--- config.mk ---
export PLATFORM = sky130hd
export DESIGN_NAME = prio_edge_irc
export DESIGN_NICKNAME = d
export VERILOG_FILES = /design/src/rtl/irc_pkg.sv /design/src/rtl/irc_regbank.sv /design/src/rtl/irc_level_gate.sv /design/src/rtl/irc_event_fsm.sv /design/src/rtl/prio_edge_irc.sv
export SDC_FILE = /design/constraint.sdc
export NUM_CORES = 1
export LEC_CHECK = 0
export BUFFER_PORTS_ARGS = -buffer_cell sky130_fd_sc_hd__clkbuf_2
export CAP_MARGIN = 10
export CORE_MARGIN = 2
export CORE_UTILIZATION = 37
export DETAILED_ROUTE_END_ITERATION = 16
export HOLD_SLACK_MARGIN = 0.12
export PLACE_DENSITY = 0.52
export SYNTH_ARGS = -nofsm -noshare
export SYNTH_HDL_FRONTEND = slang
export SYNTH_SLANG_ARGS = --single-unit
--- constraint.sdc ---
create_clock -name clk -period 8.4 [get_ports clk]
set_clock_uncertainty 0.15 [all_clocks]
set_input_delay 0.42 -clock clk [delete_from_list [all_inputs] [get_ports clk]]
set_output_delay 0.42 -clock clk [all_outputs]
set_load 0.005 [all_outputs]
--- src/rtl/irc_pkg.sv ---
package irc_pkg;
    localparam int NUM_SRC         = 16;
    localparam int LVL_W           = 3;
    localparam int WORD_W          = 32;
    localparam int BYTE_W          = 8;
    localparam int WIN_ADDR_W      = 5;
    localparam int FIELDS_PER_WORD = WORD_W / BYTE_W;
    localparam int NUM_LVL_WORDS   = NUM_SRC / FIELDS_PER_WORD;
    localparam int IDX_W           = $clog2(NUM_SRC);
    localparam int CODE_W          = 6;
    localparam int SRC_CODE_BASE   = 16;
    localparam int PRI_CODE        = 32;
    localparam int CLR_CODE        = 0;
    localparam logic [WORD_W-1:0] STATUS_RST = WORD_W'((64'd1 << NUM_SRC) - 1);

    // word index (address bits [4:2]) of the mapped registers
    localparam logic [2:0] WIDX_STATUS = 3'd0;
    localparam logic [2:0] WIDX_MASK   = 3'd1;

    typedef enum logic [1:0] {
        EV_IDLE,
        EV_RAISE,
        EV_DROP
    } ev_state_e;

    typedef enum logic [1:0] {
        K_NONE,
        K_PRI,
        K_SRC,
        K_FALL
    } ev_kind_e;
endpackage

--- src/rtl/irc_regbank.sv ---
module irc_regbank
    import irc_pkg::*;
(
    input  logic                              clk,
    input  logic                              rst_n,
    input  logic                              regs_clr,
    input  logic [WIN_ADDR_W-1:0]             bus_addr,
    input  logic                              bus_we,
    input  logic [BYTE_W-1:0]                 bus_wdata,
    output logic [BYTE_W-1:0]                 bus_rdata,
    input  logic [NUM_SRC-1:0]                src_rise,
    output logic [WORD_W-1:0]                 mask_word,
    output logic [NUM_SRC-1:0][LVL_W-1:0]     src_lvl
);
    logic [WORD_W-1:0]                     status_q, status_wr;
    logic [WORD_W-1:0]                     mask_q;
    logic [NUM_LVL_WORDS-1:0][WORD_W-1:0]  lvl_q;
    logic [2:0]                            widx;
    logic [1:0]                            lane;
    logic [WORD_W-1:0]                     rd_word;
    logic [WORD_W-1:0]                     rise_word;

    assign widx      = bus_addr[4:2];
    assign lane      = bus_addr[1:0];
    assign rise_word = {{(WORD_W-NUM_SRC){1'b0}}, src_rise};

    // status after a possible byte write, before the event clear
    always_comb begin
        status_wr = status_q;
        if (bus_we && widx == WIDX_STATUS)
            status_wr[int'(lane)*BYTE_W +: BYTE_W] = bus_wdata;
    end

    always_ff @(posedge clk or negedge rst_n) begin
        if (!rst_n) begin
            status_q <= STATUS_RST;
            mask_q   <= '0;
            lvl_q    <= '0;
        end else if (regs_clr) begin
            status_q <= STATUS_RST;
            mask_q   <= '0;
            lvl_q    <= '0;
        end else begin
            status_q <= status_wr & ~rise_word;
            if (bus_we && widx == WIDX_MASK)
                mask_q[int'(lane)*BYTE_W +: BYTE_W] <= bus_wdata;
            for (int k = 0; k < NUM_LVL_WORDS; k++) begin
                if (bus_we && widx[2] && int'(widx[1:0]) == k)
                    lvl_q[k][int'(lane)*BYTE_W +: BYTE_W] <= bus_wdata;
            end
        end
    end

    always_comb begin
        case (widx)
            WIDX_STATUS: rd_word = status_q;
            WIDX_MASK:   rd_word = mask_q;
            3'd4, 3'd5, 3'd6, 3'd7: rd_word = lvl_q[widx[1:0]];
            default:     rd_word = '0;
        endcase
    end
    assign bus_rdata = rd_word[int'(lane)*BYTE_W +: BYTE_W];
    assign mask_word = mask_q;

    for (genvar s = 0; s < NUM_SRC; s++) begin : g_lvl
        localparam int WSEL = s / FIELDS_PER_WORD;
        localparam int BPOS = (s % FIELDS_PER_WORD) * BYTE_W;
        assign src_lvl[s] = lvl_q[WSEL][BPOS +: LVL_W];
    end

    assert_status_clear_R4: assert property (@(posedge clk) disable iff (!rst_n)
        ((|src_rise) && !regs_clr) |=> ((status_q & $past(rise_word)) == '0));

    assert_restore_R10: assert property (@(posedge clk) disable iff (!rst_n)
        regs_clr |=> (status_q == STATUS_RST && mask_q == '0 && lvl_q == '0));
endmodule

--- src/rtl/irc_level_gate.sv ---
module irc_level_gate
    import irc_pkg::*;
(
    input  logic                              clk,
    input  logic                              rst_n,
    input  logic [NUM_SRC-1:0]                src_rise,
    input  logic [NUM_SRC-1:0][LVL_W-1:0]     src_lvl,
    input  logic [WORD_W-1:0]                 mask_word,
    output logic                              pass_any,
    output logic [IDX_W-1:0]                  pass_idx
);
    logic [NUM_SRC-1:0] pass;

    for (genvar s = 0; s < NUM_SRC; s++) begin : g_cmp
        assign pass[s] = src_rise[s] && (WORD_W'(src_lvl[s]) > mask_word);
    end

    // lowest index wins: scan downward so the last hit is the smallest
    always_comb begin
        pass_any = 1'b0;
        pass_idx = '0;
        for (int i = NUM_SRC - 1; i >= 0; i--) begin
            if (pass[i]) begin
                pass_any = 1'b1;
                pass_idx = IDX_W'(i);
            end
        end
    end

    assert_gate_rise_R6: assert property (@(posedge clk) disable iff (!rst_n)
        pass_any |-> src_rise[pass_idx]);

    assert_lowest_R8: assert property (@(posedge clk) disable iff (!rst_n)
        pass_any |-> ((pass & ((NUM_SRC'(1) << pass_idx) - NUM_SRC'(1))) == '0));
endmodule

--- src/rtl/irc_event_fsm.sv ---
module irc_event_fsm
    import irc_pkg::*;
(
    input  logic                  clk,
    input  logic                  rst_n,
    input  logic [NUM_SRC-1:0]    src_irq,
    input  logic                  pri_irq,
    output logic [NUM_SRC-1:0]    src_rise,
    input  logic                  pass_any,
    input  logic [IDX_W-1:0]      pass_idx,
    output logic                  irq_valid,
    output logic [CODE_W-1:0]     irq_code
);
    logic [NUM_SRC-1:0] src_q;
    logic               pri_q;
    logic               pri_rise, fall_any;
    ev_kind_e           kind;
    ev_state_e          state_q, state_d;
    logic [CODE_W-1:0]  code_q, code_d;

    always_ff @(posedge clk or negedge rst_n) begin
        if (!rst_n) begin
            src_q <= '0;
            pri_q <= 1'b0;
        end else begin
            src_q <= src_irq;
            pri_q <= pri_irq;
        end
    end

    assign src_rise = src_irq & ~src_q;
    assign pri_rise = pri_irq & ~pri_q;
    assign fall_any = (|(src_q & ~src_irq)) | (pri_q & ~pri_irq);

    always_comb begin
        if (pri_rise)      kind = K_PRI;
        else if (pass_any) kind = K_SRC;
        else if (fall_any) kind = K_FALL;
        else               kind = K_NONE;
    end

    always_comb begin
        unique case (kind)
            K_PRI:  begin state_d = EV_RAISE; code_d = CODE_W'(PRI_CODE); end
            K_SRC:  begin state_d = EV_RAISE; code_d = CODE_W'(SRC_CODE_BASE) + CODE_W'(pass_idx); end
            K_FALL: begin state_d = EV_DROP;  code_d = CODE_W'(CLR_CODE); end
            K_NONE: begin state_d = EV_IDLE;  code_d = '0; end
        endcase
    end

    // state register
    always_ff @(posedge clk or negedge rst_n) begin
        if (!rst_n) begin
            state_q <= EV_IDLE;
            code_q  <= '0;
        end else begin
            state_q <= state_d;
            code_q  <= code_d;
        end
    end

    // outputs
    always_comb begin
        unique case (state_q)
            EV_IDLE:  begin irq_valid = 1'b0; irq_code = '0; end
            EV_RAISE: begin irq_valid = 1'b1; irq_code = code_q; end
            EV_DROP:  begin irq_valid = 1'b1; irq_code = CODE_W'(CLR_CODE); end
            default:  begin irq_valid = 1'b0; irq_code = '0; end
        endcase
    end

    assert_pri_code_R7: assert property (@(posedge clk) disable iff (!rst_n)
        pri_rise |=> (irq_valid && irq_code == CODE_W'(PRI_CODE)));

    assert_code_legal_R6: assert property (@(posedge clk) disable iff (!rst_n)
        irq_valid |-> (irq_code == CODE_W'(CLR_CODE) || irq_code == CODE_W'(PRI_CODE) ||
                       (irq_code >= CODE_W'(SRC_CODE_BASE) && irq_code < CODE_W'(PRI_CODE))));

    assert_has_cause_R11: assert property (@(posedge clk) disable iff (!rst_n)
        irq_valid |-> $past(pri_rise || pass_any || fall_any));

    assert_drop_R9: assert property (@(posedge clk) disable iff (!rst_n)
        (fall_any && !pri_rise && !pass_any) |=> (irq_valid && irq_code == '0));
endmodule

--- src/rtl/prio_edge_irc.sv ---
module prio_edge_irc
    import irc_pkg::*;
(
    input  logic                     clk,
    input  logic                     rst_n,
    input  logic                     regs_clr,
    input  logic [NUM_SRC-1:0]       src_irq,
    input  logic                     pri_irq,
    input  logic [WIN_ADDR_W-1:0]    bus_addr,
    input  logic                     bus_we,
    input  logic [BYTE_W-1:0]        bus_wdata,
    output logic [BYTE_W-1:0]        bus_rdata,
    output logic                     irq_valid,
    output logic [CODE_W-1:0]        irq_code
);
    logic [NUM_SRC-1:0]            src_rise;
    logic [WORD_W-1:0]             mask_word;
    logic [NUM_SRC-1:0][LVL_W-1:0] src_lvl;
    logic                          pass_any;
    logic [IDX_W-1:0]              pass_idx;

    irc_regbank u_regs (
        .clk       (clk),
        .rst_n     (rst_n),
        .regs_clr  (regs_clr),
        .bus_addr  (bus_addr),
        .bus_we    (bus_we),
        .bus_wdata (bus_wdata),
        .bus_rdata (bus_rdata),
        .src_rise  (src_rise),
        .mask_word (mask_word),
        .src_lvl   (src_lvl)
    );

    irc_level_gate u_gate (
        .clk       (clk),
        .rst_n     (rst_n),
        .src_rise  (src_rise),
        .src_lvl   (src_lvl),
        .mask_word (mask_word),
        .pass_any  (pass_any),
        .pass_idx  (pass_idx)
    );

    irc_event_fsm u_fsm (
        .clk       (clk),
        .rst_n     (rst_n),
        .src_irq   (src_irq),
        .pri_irq   (pri_irq),
        .src_rise  (src_rise),
        .pass_any  (pass_any),
        .pass_idx  (pass_idx),
        .irq_valid (irq_valid),
        .irq_code  (irq_code)
    );
endmodule

==> results.toml, run 1 <==
[worst_setup_path]
worst-endpoint-arrival_ns = 4.17
slowest_delay_ns = 0.55
crit_required_ns = 8.65
critical_path.cell_chain = "inv_1 > ha_1 > nor2b_1 > o21a_1 > o21ai_0 > nand4_1 > o41ai_1 > a21oi_1 > ha_1 > nor2b_1 > nand3_1 > a221oi_2 > o31a_1"
end_kind = "flip-flop"
crit_type = "reg -> reg"
reg2reg_depth = 13
path_max_fanout = 16
regToRegSetupSlack_ns = 4.49
critPathLaunch = "u_regs.mask_word[1]"
worst_path_max_delay_cell = "inv_1"
r2r_start = "u_regs.mask_word[1]"
cp-start-kind = "flip-flop"
cp_top_family = "compound AO/OA/AOI/OAI gates"
reg2reg_to = "u_fsm.code_q[0]"
path_buf_inv = 1

[logic_synthesis]
syn_nets = 1237
ys_ff_latch = 217
avgSynthCellArea_um2 = 9.82
ys_warn_count = 0
synth_async_sr_flop_share_pct = 100
synth-xor-area-share_pct = 0
synth_seq_area_share_pct = 48.4
synthCells = 1146
yosysTopAreaCell = "dfrtp_1"
synth_cell_type_count = 59
synth_compound_area_share_pct = 19.6
synthTopCellsByArea = "dfrtp_1 45%, o21ai_0 6.5%, mux4_2 6.4%, ha_1 6.3%, nand2_1 6.3%"
synth_top_family_by_area = "compound AO/OA/AOI/OAI gates"
synth_adder_area_share_pct = 6.34
syn_area_mm2 = 0.0113
synthMuxAreaShare_pct = 6.40
synthSimpleGateAreaFrac_pct = 15.4
synthDominantCellAreaShare_pct = 44.7
synth_edf_count = 0
synth_flop_cell = "dfrtp_1"

[global_route]
grt_max_degree = 84
gr-usage-all-layers_pct = 22.3
antenna_found_initial = 1
overflow = 0
grt_pass1_wl_um = 53600
grt_pass1_vias = 8714

[floorplan]
fp.dieW_um = 178
die_y_um = 178
core_mm2 = 0.0298
row_count = 63
die-area_mm2 = 0.0318
start_util_pct = 37.8
io_pins = 49

[power]
p_per_area_mw_per_mm2 = 193
p_leak_nw = 5.73
ir_worst_vdd_v = 0.000122

[clock_tree]
clock_sinks = 217
htreeDepth = 1
clockBufferDepth = 3
cts_setup_buffers = 0
cts_buffers = 25
clkTransAtPathRegs_ns = 0.06
cts_root_buf = "clkbuf_16"
insertion_delay_ns = 0.52
cts_tree = "done"

[route]
drt-vias-per-instance = 5.58
dr.pass1.iters = 8
vias = 9007
drc_errors = 0
wl_per_cell_um = 21.4
drtAntennaViolNets = 0
drt_iter0_markers = 693
drt_wl_total_um = 34500

[placement]
placedInstanceArea_mm2 = 0.0119
hpwl_um = 24400
io_buffers = 48
post-place-ws_ns = 4.49
gp_congestion = 0.867

[layout]
synthToLayoutAreaGrowth_pct = 15.3
layout.nets = 1296
stdcell_area_mm2 = 0.0130
diodes = 0
layout-drive-gt1-share_pct = 13.7

[run]
maxCapViolations = 0

[timing]
fmax_mhz = 256
setup_violations = 0
finalCritPeriodShare_pct = 46.6
period_needed_ns = 3.91
slew_headroom_pct = 19.2
maxSlewViolCount = 0
tightest_slew_ns = 1.21
layout_setup_ws_ns = 4.49
rsz0062_at_grt = "no"
tns_ns = 0
hold_violations = 0

[min_path]
min_path_cells = 2
min-delay-path-class = "in -> reg"
hp-start = "bus_wdata[3]"
holdPathEnd = "u_regs.status_q[19]"

[outcome]
outcome = "complete, no violations"
## routing by layer
metal	track usage [%]	vias up	wire, µm
li1	-	4260	-
met3	3.01	59	1630
met1	32.9	4426	16300
met4	5.62	2	840
met5	0	-	13
met2	34.7	260	15700
## cell usage after synthesis (18+ instances only)
cell / number
a221o_1: 33
nand2_1: 190
ha_1: 57
nor2_1: 92
o22ai_1: 18
buf_2: 20
a21oi_1: 69
dfrtp_1: 201
inv_1: 43
o21ai_0: 147
clkbuf_1: 27
mux4_2: 32
## sequential cells by signal, indices dropped and copies added (netlist names)
name / flops
u_regs.lvl_q: 80
u_regs.src_lvl: 48
u_regs.mask_word: 32
u_regs.status_q: 32
u_fsm.src_q: 16
u_fsm.code_q: 6
u_fsm.state_q: 2
u_fsm.pri_q: 1
## what timing repair did
action / in CTS / in global routing
gates resized for setup: 0 / 0
hold buffers: 18 / 0
endpoints found under the hold margin: 89 / 0
## logic make-up after synthesis
group | Yosys count
AO/OA/AOI/OAI | 356
adder cells (fa/ha/maj) | 57
buffers and inverters | 99
flip-flops | 217
multiplexers | 32
AND/OR/NAND/NOR | 385
## worst reg2reg max path, delay by kind of cell (launching register included)
kind            cells  cell delay [ns]
compound gates      6             1.44
fa+ha+maj           2             0.58
buf+inv             1             0.55
flops               1             0.41
simple gates        4             0.67
## worst max-delay path by stage
stage                                endpoint  slack (ns)  cells past startpoint
final                         u_fsm.code_q[0]        4.49                     13
after detailed placement  u_regs.mask_word[6]        4.49                      6
after global placement    u_regs.mask_word[6]        4.55                      6
after floorplan               u_fsm.code_q[0]        5.24                     12
after global routing          u_fsm.code_q[0]        4.18                     13
after CTS                     u_fsm.code_q[0]        4.53                     13
## power by group
| part | switching [mW] | total (mW) | internal (mW) | leakage, nW |
|---|---|---|---|---|
| clock | 0.435 | 1.18 | 0.746 | 0.446 |
| sequential | 0.0136 | 1.08 | 1.07 | 2.93 |
| combinational | 0.160 | 0.239 | 0.0788 | 2.36 |
## stage by stage
| step | cells | power (mW) | hold WS (ns) | util (%) |
|---|---|---|---|---|
| final | 1613 | 2.50 | 0.191 | 43.6 |
| after global routing | 1613 | 2.60 | 0.170 | 43.6 |
| after CTS | 1613 | 2.53 | 0.154 | 43.6 |
| after detailed placement | 1550 | 1.34 | 0.315 | 39.9 |
| after global placement | 1550 | 1.33 | 0.307 | 39.9 |
| after floorplan | 1146 | 1.23 | -0.0256 | - |
## area by class of cell
class,count,area (µm²)
fill,2906,16800
sequential,217,5450
multi-input combinational,830,5390
clock buffer,38,764
timing repair buffer,87,588
tap,390,488
inverter,44,165
clock inverter,7,135
## placed cells by master, fill, tap and decap left out, types with 9 or more instances in the layout
cell type        n
a21o_1          15
a21oi_1         69
a221o_1         33
a22o_1          16
a31oi_1         15
and2_1          11
buf_4           21
clkbuf_16       25
clkbuf_2        47
clkbuf_8         9
dfrtp_1        201
dfstp_2         16
dlygate4sd3_1   18
ha_1            57
inv_1           43
mux4_2          32
nand2_1        190
nand2b_1        13
nand3_1          9
nor2_1          92
nor2b_1         16
nor3_1          10
nor4_1          10
o21a_1           9
o21ai_0        147
o22ai_1         18
Power figures use the tool's default switching activity.
==> run 2, diff against run 1 <==
PLACE_DENSITY = 0.54   (was 0.52)
clock period = 3.45 ns   (was 8.4 ns; I/O delays follow)
==> run 2 against run 1 <==
  * Worst setup slack worse by 4.3 ns
  * Sequential share of layout area decreased by 1.0 points
  * Sequential power grew 140%
  * Via count up 1.8%
  * Largest cell class unchanged
==> results.toml, run 2 (same netlist as run 1, synthesis figures left out) <==
[placement]
io_buffers = 48
place_inst = 1573
hpwl_um = 24200
gp_congestion = 0.920

[layout]
synthToLayoutAreaGrowth_pct = 18.2
largest_register = "u_regs.lvl_q"
final_common_cell = "dfrtp_1"
final_core_util_pct = 44.6
final_cell_mix = "201 x dfrtp_1, 190 x nand2_1, 146 x o21ai_0, 92 x nor2_1, 68 x a21oi_1"
largest_reg_flops = 80
diodes = 0
layout.nets = 1334
instances_no_fill = 1653
fillers = 2892
layout-drive-gt1-share_pct = 15.4

[timing]
tightest_slew_ns = 0.909
tns_ns = 0
finalCritPeriodShare_pct = 95.1
rsz0062_at_grt = "no"
setup_violations = 0
hold_violations = 0
slew_headroom_pct = 39.1
fmax_mhz = 305
period_needed_ns = 3.28
maxSlewViolCount = 0

[worst_setup_path]
regToRegSetupSlack_ns = 0.17
cp-start-kind = "flip-flop"
cpMostUsedCell = "ha_1"
end_kind = "flip-flop"
worst-endpoint-arrival_ns = 3.55
r2r_start = "u_regs.mask_word[1]"
critPathLaunch = "u_regs.mask_word[1]"
reg2reg_to = "u_fsm.code_q[0]"
reg2reg_depth = 14
crit_required_ns = 3.72
crit_type = "reg -> reg"
path_max_fanout = 16
slowest_delay_ns = 0.47
critical_path.cell_chain = "inv_1 > buf_12 > ha_1 > nor2b_1 > o21a_1 > o21ai_0 > nand4_1 > o41ai_2 > a21oi_1 > ha_1 > nor2b_2 > nand3_1 > a221oi_2 > o31a_1"
endpoint = "u_fsm.code_q[0]"
worst_path_max_delay_cell = "o41ai_2"

[power]
p_leak_nw = 5.90
ir_worst_vdd_v = 0.000493
p_per_area_mw_per_mm2 = 450

[min_path]
min-delay-path-class = "in -> reg"

[route]
wl_per_cell_um = 21.0
dr.pass1.iters = 5
drt_iter0_markers = 884
drtAntennaViolNets = 0
drt_wl_total_um = 34700
drc_errors = 0
vias = 9165
drt-vias-per-instance = 5.54

[clock_tree]
cts_buffers = 26
cts_tree = "done"
clock_sinks = 217
clkTransAtPathRegs_ns = 0.06
clockBufferDepth = 3
cts_root_buf = "clkbuf_16"
insertion_delay_ns = 0.54
htreeDepth = 1

[floorplan]
row_count = 63
die-area_mm2 = 0.0318
die_y_um = 178
start_util_pct = 37.8
core_mm2 = 0.0298
fp.dieW_um = 178
io_pins = 49

[global_route]
grt_max_degree = 86
grt_pass1_vias = 8953
gr-usage-all-layers_pct = 22.3
antenna_found_initial = 0
grt_pass1_wl_um = 53800
overflow = 0

[run]
maxCapViolations = 0

[outcome]
outcome = "complete, no violations"
-- run 2: cell type report --
type | count | area (µm²) | share of cell area (%)
multi-input cells | 830 | 5410 | 40.7
flip-flops and latches | 217 | 5450 | 41.0
well taps | 390 | 488 | 3.67
clock buffers | 44 | 810 | 6.09
inverters | 44 | 165 | 1.24
clock inverters | 4 | 47.5 | 0.357
repair buffers | 124 | 933 | 7.02
-- run 2: metrics by stage --
stage | worst slack [ns] | cell area (µm²) | power [mW] | hold slack (ns)
final | 0.168 | 13300 | 5.99 | 0.163
after detailed placement | 0.155 | 12100 | 3.27 | 0.0827
after global routing | 0.0114 | 13300 | 6.21 | 0.172
after floorplan | 0.293 | 11300 | 2.99 | -0.273
after global placement | 0.210 | 12100 | 3.26 | 0.0853
after CTS | 0.134 | 13300 | 6.04 | 0.145
-- run 2: metal layers --
layer	vias to the layer above	routed length [µm]	global-route usage [%]	part of all wire, %
met4	0	1000	6.54	2.9
li1	4333	-	-	-
met3	60	2430	3.90	7.0
met5	-	0	0	0
met2	294	15400	34.2	44
met1	4478	15900	32.4	46
-- run 2: timing repair --
action,in CTS,in global routing
gates resized for setup,0,6
buffers inserted,0,2
setup endpoints to repair,0,4
endpoints found under the hold margin,319,0
hold buffers,30,0
-- run 2: where the power goes --
| part | internal [mW] | leakage (nW) | switching [mW] | total, mW |
|---|---|---|---|---|
| Combinational | 0.223 | 2.55 | 0.403 | 0.625 |
| Sequential | 2.61 | 2.93 | 0.0288 | 2.64 |
| Clock | 1.66 | 0.417 | 1.07 | 2.72 |
| Total | 4.49 | 5.90 | 1.50 | 5.99 |
-- run 2: worst max-delay path, delay by kind of cell (launching register included) --
kind,cells,cell delay (ns)
compound gates,6,1.26
fa+ha+maj,2,0.51
simple gates,4,0.63
flops,1,0.37
buf+inv,2,0.24
-- run 2: how the worst min path moves through the flow --
stage	start	to	depth (start not counted)
after floorplan	rst_n	u_fsm.code_q[0]	0
after global placement	rst_n	u_regs.lvl_q[47]	1
after detailed placement	rst_n	u_regs.lvl_q[15]	1
after CTS	src_irq[15]	u_fsm.src_q[15]	2
after global routing	src_irq[12]	u_fsm.src_q[12]	2
final	src_irq[0]	u_fsm.src_q[0]	2
